## src/rtl/tmr_irq_seq_pkg.sv

```systemverilog
package tmr_irq_seq_pkg;

  // Redirect cause codes seen on redir_src_o
  typedef enum logic [1:0] {
    SRC_NONE = 2'd0,
    SRC_IVT  = 2'd1,
    SRC_FXT  = 2'd2,
    SRC_RET  = 2'd3
  } redir_src_e;

  // State word bit positions (little-endian index)
  localparam int unsigned ST_WAIT  = 18;
  localparam int unsigned ST_CRIT  = 17;
  localparam int unsigned ST_EXT   = 15;
  localparam int unsigned ST_PROB  = 14;
  localparam int unsigned ST_MCHK  = 12;
  localparam int unsigned ST_DWAIT = 10;
  localparam int unsigned ST_DBG   = 9;
  localparam int unsigned ST_IREL  = 5;
  localparam int unsigned ST_DREL  = 4;

  localparam int unsigned ST_MIN_W = ST_WAIT + 1;

  // Bits cleared when a timer interrupt is entered
  function automatic logic [31:0] entry_clear_mask();
    logic [31:0] m;
    m = '0;
    m[ST_WAIT]  = 1'b1;
    m[ST_EXT]   = 1'b1;
    m[ST_PROB]  = 1'b1;
    m[ST_DWAIT] = 1'b1;
    m[ST_IREL]  = 1'b1;
    m[ST_DREL]  = 1'b1;
    return m;
  endfunction

endpackage

```

## src/rtl/tis_arb.sv

```systemverilog
// Qualifies timer requests and picks one, lowest index first.
module tis_arb #(
  parameter int unsigned NSRC = 2
) (
  input  logic            clk,
  input  logic            rst_n,
  input  logic [NSRC-1:0] pend_i,
  input  logic [NSRC-1:0] en_i,
  input  logic            ext_en_i,
  input  logic            hold_i,
  output logic [NSRC-1:0] grant_o,
  output logic            take_o
);

  logic [NSRC-1:0] qual;
  logic [NSRC:0]   seen;

  assign seen[0] = 1'b0;

  genvar gi;
  generate
    for (gi = 0; gi < NSRC; gi++) begin : g_src
      assign qual[gi]    = pend_i[gi] & en_i[gi] & ext_en_i;
      assign seen[gi+1]  = seen[gi] | qual[gi];
      assign grant_o[gi] = qual[gi] & ~seen[gi] & ~hold_i;
    end
  endgenerate

  assign take_o = |grant_o;

  AST_GRANT_ONEHOT: assert property (@(posedge clk) disable iff (!rst_n)
    $onehot0(grant_o));

  AST_LOW_INDEX_FIRST: assert property (@(posedge clk) disable iff (!rst_n)
    grant_o[1] |-> !(pend_i[0] && en_i[0]));

  AST_GRANT_NEEDS_EN: assert property (@(posedge clk) disable iff (!rst_n)
    take_o |-> (|(grant_o & pend_i & en_i)));

endmodule

```

## src/rtl/tis_vec.sv

```systemverilog
// Builds the handler address from the prefix and the granted source offset.
module tis_vec #(
  parameter int unsigned NSRC    = 2,
  parameter int unsigned PC_W    = 32,
  parameter int unsigned PFX_W   = 16,
  parameter logic [NSRC*(PC_W-PFX_W)-1:0] OFS_FLAT = {16'h1010, 16'h1000}
) (
  input  logic [PFX_W-1:0] pfx_i,
  input  logic [NSRC-1:0]  grant_i,
  output logic [PC_W-1:0]  vec_o
);

  localparam int unsigned LO_W = PC_W - PFX_W;

  logic [NSRC-1:0][LO_W-1:0] term;
  logic [LO_W-1:0]           lo;

  genvar gi;
  generate
    for (gi = 0; gi < NSRC; gi++) begin : g_ofs
      assign term[gi] = grant_i[gi] ? OFS_FLAT[gi*LO_W +: LO_W] : '0;
    end
  endgenerate

  always_comb begin
    lo = '0;
    for (int i = 0; i < NSRC; i++) begin
      lo = lo | term[i];
    end
  end

  assign vec_o = {pfx_i, lo};

endmodule

```

## src/rtl/tis_save.sv

```systemverilog
// Save registers for the interrupted PC and state word.
module tis_save #(
  parameter int unsigned PC_W = 32,
  parameter int unsigned ST_W = 32
) (
  input  logic            clk,
  input  logic            rst_n,
  input  logic            take_i,
  input  logic [PC_W-1:0] nia_i,
  input  logic [ST_W-1:0] st_i,
  output logic [PC_W-1:0] sav_pc_o,
  output logic [ST_W-1:0] sav_st_o
);

  always_ff @(posedge clk) begin
    if (!rst_n) begin
      sav_pc_o <= '0;
      sav_st_o <= '0;
    end else if (take_i) begin
      sav_pc_o <= nia_i;
      sav_st_o <= st_i;
    end
  end

  AST_SAVE_PC: assert property (@(posedge clk) disable iff (!rst_n)
    take_i |=> sav_pc_o == $past(nia_i));

  AST_SAVE_ST: assert property (@(posedge clk) disable iff (!rst_n)
    take_i |=> sav_st_o == $past(st_i));

  AST_SAVE_HOLD: assert property (@(posedge clk) disable iff (!rst_n)
    !take_i |=> $stable(sav_pc_o) && $stable(sav_st_o));

endmodule

```

## src/rtl/tis_state.sv

```systemverilog
// Machine state word: return, then entry, then direct write.
module tis_state
  import tmr_irq_seq_pkg::*;
#(
  parameter int unsigned ST_W = 32
) (
  input  logic            clk,
  input  logic            rst_n,
  input  logic            ret_i,
  input  logic            take_i,
  input  logic            wr_i,
  input  logic [ST_W-1:0] wdata_i,
  input  logic [ST_W-1:0] sav_st_i,
  output logic [ST_W-1:0] st_o
);

  localparam logic [31:0]     MASK32 = entry_clear_mask();
  localparam logic [ST_W-1:0] CLR    = ST_W'(MASK32);

  logic [ST_W-1:0] st_d;

  always_comb begin
    st_d = st_o;
    if (ret_i)       st_d = sav_st_i;
    else if (take_i) st_d = st_o & ~CLR;
    else if (wr_i)   st_d = wdata_i;
  end

  always_ff @(posedge clk) begin
    if (!rst_n) st_o <= '0;
    else        st_o <= st_d;
  end

  AST_ENTRY_NEEDS_EXT: assert property (@(posedge clk) disable iff (!rst_n)
    take_i |-> st_o[ST_EXT]);

  AST_ENTRY_CLEARS: assert property (@(posedge clk) disable iff (!rst_n)
    take_i |=> (st_o & CLR) == '0);

  AST_ENTRY_KEEPS: assert property (@(posedge clk) disable iff (!rst_n)
    take_i |=> (st_o & ~CLR) == ($past(st_o) & ~CLR));

  AST_RETURN_RESTORES: assert property (@(posedge clk) disable iff (!rst_n)
    ret_i |=> st_o == $past(sav_st_i));

  AST_RETURN_BLOCKS_ENTRY: assert property (@(posedge clk) disable iff (!rst_n)
    ret_i |-> !take_i);

  AST_WRITE_LOADS: assert property (@(posedge clk) disable iff (!rst_n)
    (wr_i && !ret_i && !take_i) |=> st_o == $past(wdata_i));

endmodule

```

## src/rtl/tmr_irq_seq.sv

```systemverilog
module tmr_irq_seq
  import tmr_irq_seq_pkg::*;
#(
  parameter int unsigned PC_W    = 32,
  parameter int unsigned PFX_W   = 16,
  parameter int unsigned ST_W    = 32,
  parameter logic [PC_W-PFX_W-1:0] IVT_OFS = 16'h1000,
  parameter logic [PC_W-PFX_W-1:0] FXT_OFS = 16'h1010
) (
  input  logic             clk,
  input  logic             rst_n,
  input  logic [PC_W-1:0]  nia_i,
  input  logic [PFX_W-1:0] pfx_i,
  input  logic             ivt_pend_i,
  input  logic             ivt_en_i,
  input  logic             fxt_pend_i,
  input  logic             fxt_en_i,
  input  logic             ret_i,
  input  logic             st_wr_i,
  input  logic [ST_W-1:0]  st_wdata_i,
  output logic [ST_W-1:0]  st_o,
  output logic [PC_W-1:0]  sav_pc_o,
  output logic [ST_W-1:0]  sav_st_o,
  output logic             redir_vld_o,
  output logic [PC_W-1:0]  redir_pc_o,
  output logic [1:0]       redir_src_o
);

  localparam int unsigned NSRC = 2;
  localparam int unsigned IDX_IVT = 0;
  localparam int unsigned IDX_FXT = 1;

  logic [NSRC-1:0] pend, en, grant;
  logic            take;
  logic [PC_W-1:0] vec;
  logic [PC_W-1:0] pc_d;
  redir_src_e      src_d;
  logic            vld_d;

  assign pend[IDX_IVT] = ivt_pend_i;
  assign pend[IDX_FXT] = fxt_pend_i;
  assign en[IDX_IVT]   = ivt_en_i;
  assign en[IDX_FXT]   = fxt_en_i;

  tis_arb #(.NSRC(NSRC)) u_arb (
    .clk      (clk),
    .rst_n    (rst_n),
    .pend_i   (pend),
    .en_i     (en),
    .ext_en_i (st_o[ST_EXT]),
    .hold_i   (ret_i),
    .grant_o  (grant),
    .take_o   (take)
  );

  tis_vec #(
    .NSRC     (NSRC),
    .PC_W     (PC_W),
    .PFX_W    (PFX_W),
    .OFS_FLAT ({FXT_OFS, IVT_OFS})
  ) u_vec (
    .pfx_i   (pfx_i),
    .grant_i (grant),
    .vec_o   (vec)
  );

  tis_save #(.PC_W(PC_W), .ST_W(ST_W)) u_save (
    .clk      (clk),
    .rst_n    (rst_n),
    .take_i   (take),
    .nia_i    (nia_i),
    .st_i     (st_o),
    .sav_pc_o (sav_pc_o),
    .sav_st_o (sav_st_o)
  );

  tis_state #(.ST_W(ST_W)) u_state (
    .clk      (clk),
    .rst_n    (rst_n),
    .ret_i    (ret_i),
    .take_i   (take),
    .wr_i     (st_wr_i),
    .wdata_i  (st_wdata_i),
    .sav_st_i (sav_st_o),
    .st_o     (st_o)
  );

  // Redirect selection: return wins over any entry on the same edge
  always_comb begin
    vld_d = 1'b0;
    pc_d  = '0;
    src_d = SRC_NONE;
    if (ret_i) begin
      vld_d = 1'b1;
      pc_d  = sav_pc_o;
      src_d = SRC_RET;
    end else if (take) begin
      vld_d = 1'b1;
      pc_d  = vec;
      src_d = grant[IDX_IVT] ? SRC_IVT : SRC_FXT;
    end
  end

  always_ff @(posedge clk) begin
    if (!rst_n) begin
      redir_vld_o <= 1'b0;
      redir_pc_o  <= '0;
      redir_src_o <= SRC_NONE;
    end else begin
      redir_vld_o <= vld_d;
      redir_pc_o  <= pc_d;
      redir_src_o <= src_d;
    end
  end

  AST_ENTRY_REDIRECT: assert property (@(posedge clk) disable iff (!rst_n)
    take |=> redir_vld_o && (redir_src_o != SRC_NONE));

  AST_RETURN_TARGET: assert property (@(posedge clk) disable iff (!rst_n)
    ret_i |=> redir_vld_o && redir_pc_o == $past(sav_pc_o));

  AST_IDLE_ZERO: assert property (@(posedge clk) disable iff (!rst_n)
    !redir_vld_o |-> (redir_pc_o == '0) && (redir_src_o == SRC_NONE));

  AST_VECTOR_PREFIX: assert property (@(posedge clk) disable iff (!rst_n)
    (take && !ret_i) |=> redir_pc_o[PC_W-1 -: PFX_W] == $past(pfx_i));

endmodule

```

## config.mk

```make
export PLATFORM = sky130hd
export DESIGN_NAME = tmr_irq_seq
export DESIGN_NICKNAME = d
export VERILOG_FILES = /design/src/rtl/tmr_irq_seq_pkg.sv /design/src/rtl/tis_arb.sv /design/src/rtl/tis_vec.sv /design/src/rtl/tis_save.sv /design/src/rtl/tis_state.sv /design/src/rtl/tmr_irq_seq.sv
export SDC_FILE = /design/constraint.sdc
export NUM_CORES = 1
export LEC_CHECK = 0
export BUFFER_PORTS_ARGS = -buffer_cell sky130_fd_sc_hd__buf_2
export CORE_MARGIN = 1
export CORE_UTILIZATION = 50
export CTS_CLUSTER_SIZE = 16
export DETAILED_ROUTE_END_ITERATION = 8
export HOLD_SLACK_MARGIN = 0.15
export PLACE_DENSITY = 0.8
export SLEW_MARGIN = 20
export SYNTH_ARGS = -nofsm -noshare
export SYNTH_HDL_FRONTEND = slang
export SYNTH_HIERARCHICAL = 1
export SYNTH_SLANG_ARGS = --single-unit
export TNS_END_PERCENT = 30
```

## constraint.sdc

```tcl
create_clock -name clk -period 3.5 [get_ports clk]
set_clock_uncertainty 0.1 [all_clocks]
set_input_delay 0.175 -clock clk [delete_from_list [all_inputs] [get_ports clk]]
set_output_delay 0.175 -clock clk [all_outputs]
set_load 0.01 [all_outputs]
```

**Word-level counts from Yosys, hierarchy flattened**

Cells that the tools add are included.

- Reduce and logical (&&, ||, !) cells: 4
- Bitwise operators: 10
- Equal/unequal tests: 1
- Muxes and demuxes: 12

Operators by type and width:

| cell | count |
|---|---|
| $mux 32 | 5 |
| $mux 13 | 2 |
| $or 16x16->16 | 1 |
| $and 1x1->1 | 7 |
| $mux 2 | 3 |
| $reduce_bool 3->1 | 1 |
| $mux 1 | 2 |
| $ne 2x2->1 const B | 1 |
| $not 1->1 | 2 |
| $reduce_and 2->1 | 1 |
| $reduce_bool 2->1 | 1 |
| $reduce_or 2->1 | 1 |

- Word-level logic and storage cells: 34
- Output and inout port bits: 131
- Input bits: 88
- Register bits: 131

**Longest topological paths before layout**

- Depth in word-level cells: 9
- Gate-level depth with buffers: 7
- Gate-level depth less buffers: 5

**Hierarchy**

Netlist, hierarchy kept.

By module, submodules not included:

| module | times used | cells each | area an instance (µm²) | sequential area each (µm²) |
|---|---|---|---|---|
| tis_save | 1 | 206 | 2,451.1 | 1,281.2 |
| tis_state | 1 | 151 | 1,407.6 | 640.6 |
| tmr_irq_seq | 1 | 152 | 1,392.6 | 700.7 |
| tis_vec | 1 | 33 | 242.7 | 0.0 |
| tis_arb | 1 | 6 | 42.5 | 0.0 |

**Worst setup path before layout**

OpenSTA, ideal clock, no wires.

- Kind: reg2reg
- From: register u_state.st_o[15]
- To: register u_save.sav_st_o[15]
- Arrival: 1.784 ns
- Period minus slack after synthesis: 2.000 ns
- Library setup time: 0.116 ns
- Path buffers: 2
- Setup slack: 1.500 ns
- Required time: 3.284 ns
- Stages on the path, launching flop included: 7
- Cell sequence: dfxtp_1 nand2b_4 a21oi_1 buf_6 buf_8 mux2i_1 nor2b_1

- Longest elaborated chain between the ends: 5
- Elaborated cells between the ends (all ways): 7
- Classes of those cells: 6 x bitwise; 1 x reduce/logical

Ends and longest elaborated chain:

| element | RTL line | RTL |
|---|---|---|
| start, declared | tis_state.sv:14 | `output logic [ST_W-1:0] st_o` |
| start signal, assigned | tis_state.sv:31 | `else st_o <= st_d;` |
| $and 1x1->1 | tis_arb.sv:23 | `assign qual[gi] = pend_i[gi] & en_i[gi] & ext_en_i;` |
| $not 1->1 | tis_arb.sv:25 | `assign grant_o[gi] = qual[gi] & ~seen[gi] & ~hold_i;` |
| $and 1x1->1 (2 in series) | tis_arb.sv:25 |  |
| $reduce_or 2->1 (*) | tis_arb.sv:29 | `assign take_o = \|grant_o;` |
| net take | tmr_irq_seq.sv:34 | `logic take;` |
| end signal, assigned | tis_save.sv:21 | `sav_st_o <= st_i;` |
| end, declared | tis_save.sv:12 | `output logic [ST_W-1:0] sav_st_o` |

The timed path passes the listed nets; every way through them passes the cells marked *.
A chain may end at the register's enable or synchronous reset.

**Worst setup path in the final report**

- From: register u_state.st_o[15]
- To: register u_state.st_o[15]

- Longest elaborated chain between the ends: 7
- Elaborated cells between the ends (all ways): 10
- Classes of those cells: 2 x mux; 6 x bitwise; 2 x reduce/logical

Ends and longest elaborated chain:

| element | RTL line | RTL |
|---|---|---|
| $and 1x1->1 | tis_arb.sv:23 |  |
| $not 1->1 | tis_arb.sv:25 |  |
| $and 1x1->1 (2 in series) | tis_arb.sv:25 |  |
| $reduce_or 2->1 (*) | tis_arb.sv:29 |  |
| net take | tmr_irq_seq.sv:34 |  |
| $mux 32 | tis_state.sv:25 | `else if (take_i) st_d = st_o & ~CLR;` |
| $mux 32 | tis_state.sv:24 | `if (ret_i) st_d = sav_st_i;` |

The timed path passes the listed nets; every way through them passes the cells marked *. The select of a mux whose other input is x is not followed.

==> results.ini <==
[status]
status=completed

[yosys]
yosysSeqAreaShare=0.4737
syn_area_um2=5537
synth_top_area_frac=0.4737
yosysTopAreaCell=dfxtp_1
synth_edf_count=0
yosys_warnings=6
yosys_register_bits=131
synthArstFlopShare=0
post-synth-top-count-cell=dfxtp_1
ys_dominant_reg_cell=dfxtp_1
synthTopCellsByArea=dfxtp_1 47%, mux2i_1 16%, nor2b_1 7.5%
synth_top_cells_by_count=131 x dfxtp_1, 90 x mux2i_1, 66 x nor2b_1, 40 x nand2_1, 39 x o21ai_0
synth_cell_types=27
synthCells=548
avgSynthCellArea_um2=10.10

[worst_setup_path]
critPathMaxStageDelay_ns=0.60
cp_cell_sequence=nand2b_4, a21oi_4, buf_4, nor2_1, o21ai_0, dlygate4sd3_1, a21oi_1, dlygate4sd3_1
worst_path_most_repeated_cell=dlygate4sd3_1
ff2ff_path_depth=8
startpoint_type=register
crit_buf_inv=3
required_ns=3.79
path_delay_family=buffers and inverters
cpMaxStageDelayCell=dlygate4sd3_1
cp.arrival_ns=3.65
cp-end-kind=register
worstSetupPathDepth=8
crit_start=u_state/st_o[15]$_SDFFE_PN0P_
critical_path.max_fanout=29
crit_type=reg -> reg
reg2reg_from=u_state/st_o[15]$_SDFFE_PN0P_

[timing]
final_max_slew_viol_count=0
rsz0062_at_grt=false
setup_viol_count_final=0
maxSlewHeadroom=0.3219
fmax_ghz=0.2980
max_slew.worst_pin.slew_ns=1.015
finalCriticalPeriod_ns=3.356
tns_ns=0
finalHoldViolCount=0
fin_crit_sh=0.9587

[global_route]
grt_antenna_before_repair=0
grt_max_degree=136
grt_use_total=0.2648
grt_overflow=0
grt_pass1_vias=4895
grt_pass1_wl_um=23490

[floorplan]
core_um2=10790
dieArea_um2=11500
io_pins=219
die_h_um=107.2
die_x_um=107.2
fp-row-count=38
initial_core_util=0.5130

[placed_design]
port_buffers=218
placed_area_um2=6335
dp_hpwl_um=8589
gp_congestion=0.7654

[pwr]
vdd_drop_max_uv=243.6
seq_power_share=0.430
leakagePower_nw=3.506
powerDensity_nw_per_um2=455.9
share_comb_of_total_power=0.100
switching_share=0.2291
p_int_mw=2.775
p_clk_frac=0.470
p_switching_uw=824.8

[drt]
drc=0
drtIter0Drc=275
vias=4918
dr.pass1.iters=7
routed_wl_um=15290
antenna_left=0
wl_per_cell_um=15.55
vias_per_cell=5.003

[clock_tree]
cts_max_level=4
cts_tree=done
cts_sinks=131
cts_setup_buffers=0
clk_path_buf_depth=2
path_clk_slew_ns=0.06
cts_buffers=17
cts_root_buffer=clkbuf_8
clock_latency_ns=0.52
post_cts_resized=0

[cells_and_area]
area.growth.synth_to_final_pct=42.62
final_area_um2=7896
fill_cells=727
seqCellArea_um2=2623
antenna_cells_inserted=0
drive_above_1_share=0.3369
multi_input_area_um2=2399
final_nets=919

[hold_path]
min_path_cells=3
hold_path.startpoint=rst_n
min_path_type=in -> reg

[job]
max-cap-violations=0

through the flow:
stage          power (mW)  hold WS, ns  utilization  cells  setup WS [ns]
6_report            3.600       0.1412       0.7316    983         0.1444
5_1_grt             3.714       0.1843       0.7316    983        0.03703
4_1_cts             3.608       0.2099       0.7313    983         0.3206
3_5_place_dp        1.842       0.3262       0.5869    853          1.098
3_3_place_gp        1.834       0.3196       0.5869    853          1.225
2_1_floorplan       1.772       0.2134            -    561          1.500
registers in the layout, summed over array words and instances (netlist names):
| name | count |
|---|---|
| u_save/sav_pc_o | 32 |
| redir_pc_o | 32 |
| redir_vld_o | 1 |
| redir_src_o | 2 |
| u_save/sav_st_o | 32 |
| u_state/st_o | 32 |
cells in the final DEF (no fill, tap or decap):
| cell type | instances |
|---|---|
| o21ai_0 | 39 |
| clkbuf_16 | 16 |
| bufinv_16 | 2 |
| buf_2 | 217 |
| dfxtp_1 | 131 |
| or2_1 | 1 |
| or3_4 | 1 |
| nand2_1 | 40 |
| conb_1 | 14 |
| clkinv_2 | 5 |
| nor2_1 | 2 |
| mux2i_1 | 90 |
| a21oi_1 | 33 |
| inv_1 | 1 |
| clkinvlp_4 | 3 |
| clkbuf_1 | 1 |
| buf_4 | 5 |
| buf_6 | 1 |
| nand2b_4 | 2 |
| o21ai_2 | 24 |
| nor2b_4 | 1 |
| nor3b_2 | 1 |
| nand2b_1 | 1 |
| nand3_1 | 32 |
| o21a_1 | 2 |
| clkbuf_8 | 4 |
| dlygate4sd3_1 | 99 |
| nor2b_1 | 66 |
| o21ai_1 | 7 |
| inv_2 | 1 |
| a21oi_4 | 1 |
power by group through the flow:
stage	combinational, mW	sequential, mW	clock [mW]
CTS	0.346	1.55	1.71
global placement	0.255	1.58	0
floorplan	0.179	1.59	0
global route	0.385	1.55	1.78
finish	0.358	1.55	1.69
detailed placement	0.261	1.58	0
timing repair:
item / in CTS / in global routing
hold buffers: 99 / 0
endpoints found under the setup margin: 0 / 0
hold endpoints to repair: 83 / 0
kinds of logic after synthesis:
family          share of synthesized area
mux                                0.1627
simple gates                       0.1460
flops                              0.4737
other cells                     0.0006773
compound gates                     0.1130
buf+inv                            0.1040
cell type report:
class / count / share of cell area
clock inverters: 10 / 0.01363
inverters: 2 / 0.0009507
multi-input cells: 357 / 0.3038
clock buffers: 21 / 0.05815
well taps: 140 / 0.02218
flip-flops and latches: 131 / 0.3321
repair buffers: 322 / 0.2692
worst min-delay path: stages:
cell and delay [ns]:
buf_6 0.30, o21ai_0 0.16, a21oi_1 0.05
routing by layer:
metal  up-vias  global-route usage  part of all wire  wire length [um]
met5         -                   0                 0                 0
met4         0              0.1477             0.039               589
met3        48             0.05653             0.045               685
met2       186              0.4922              0.53              8166
met1      2299              0.2743              0.38              5847
li1       2385                   -                 -                 -
worst paths after layout:
kind,to,slack (ns)
hold / removal,u_state/st_o[16]$_SDFFE_PN0P_,0.14
hold reg to reg,redir_pc_o[29]$_SDFF_PN0_,0.39
setup / recovery,u_state/st_o[15]$_SDFFE_PN0P_,0.14
setup reg to reg,u_state/st_o[15]$_SDFFE_PN0P_,0.14
(Power assumes the default switching activity.)
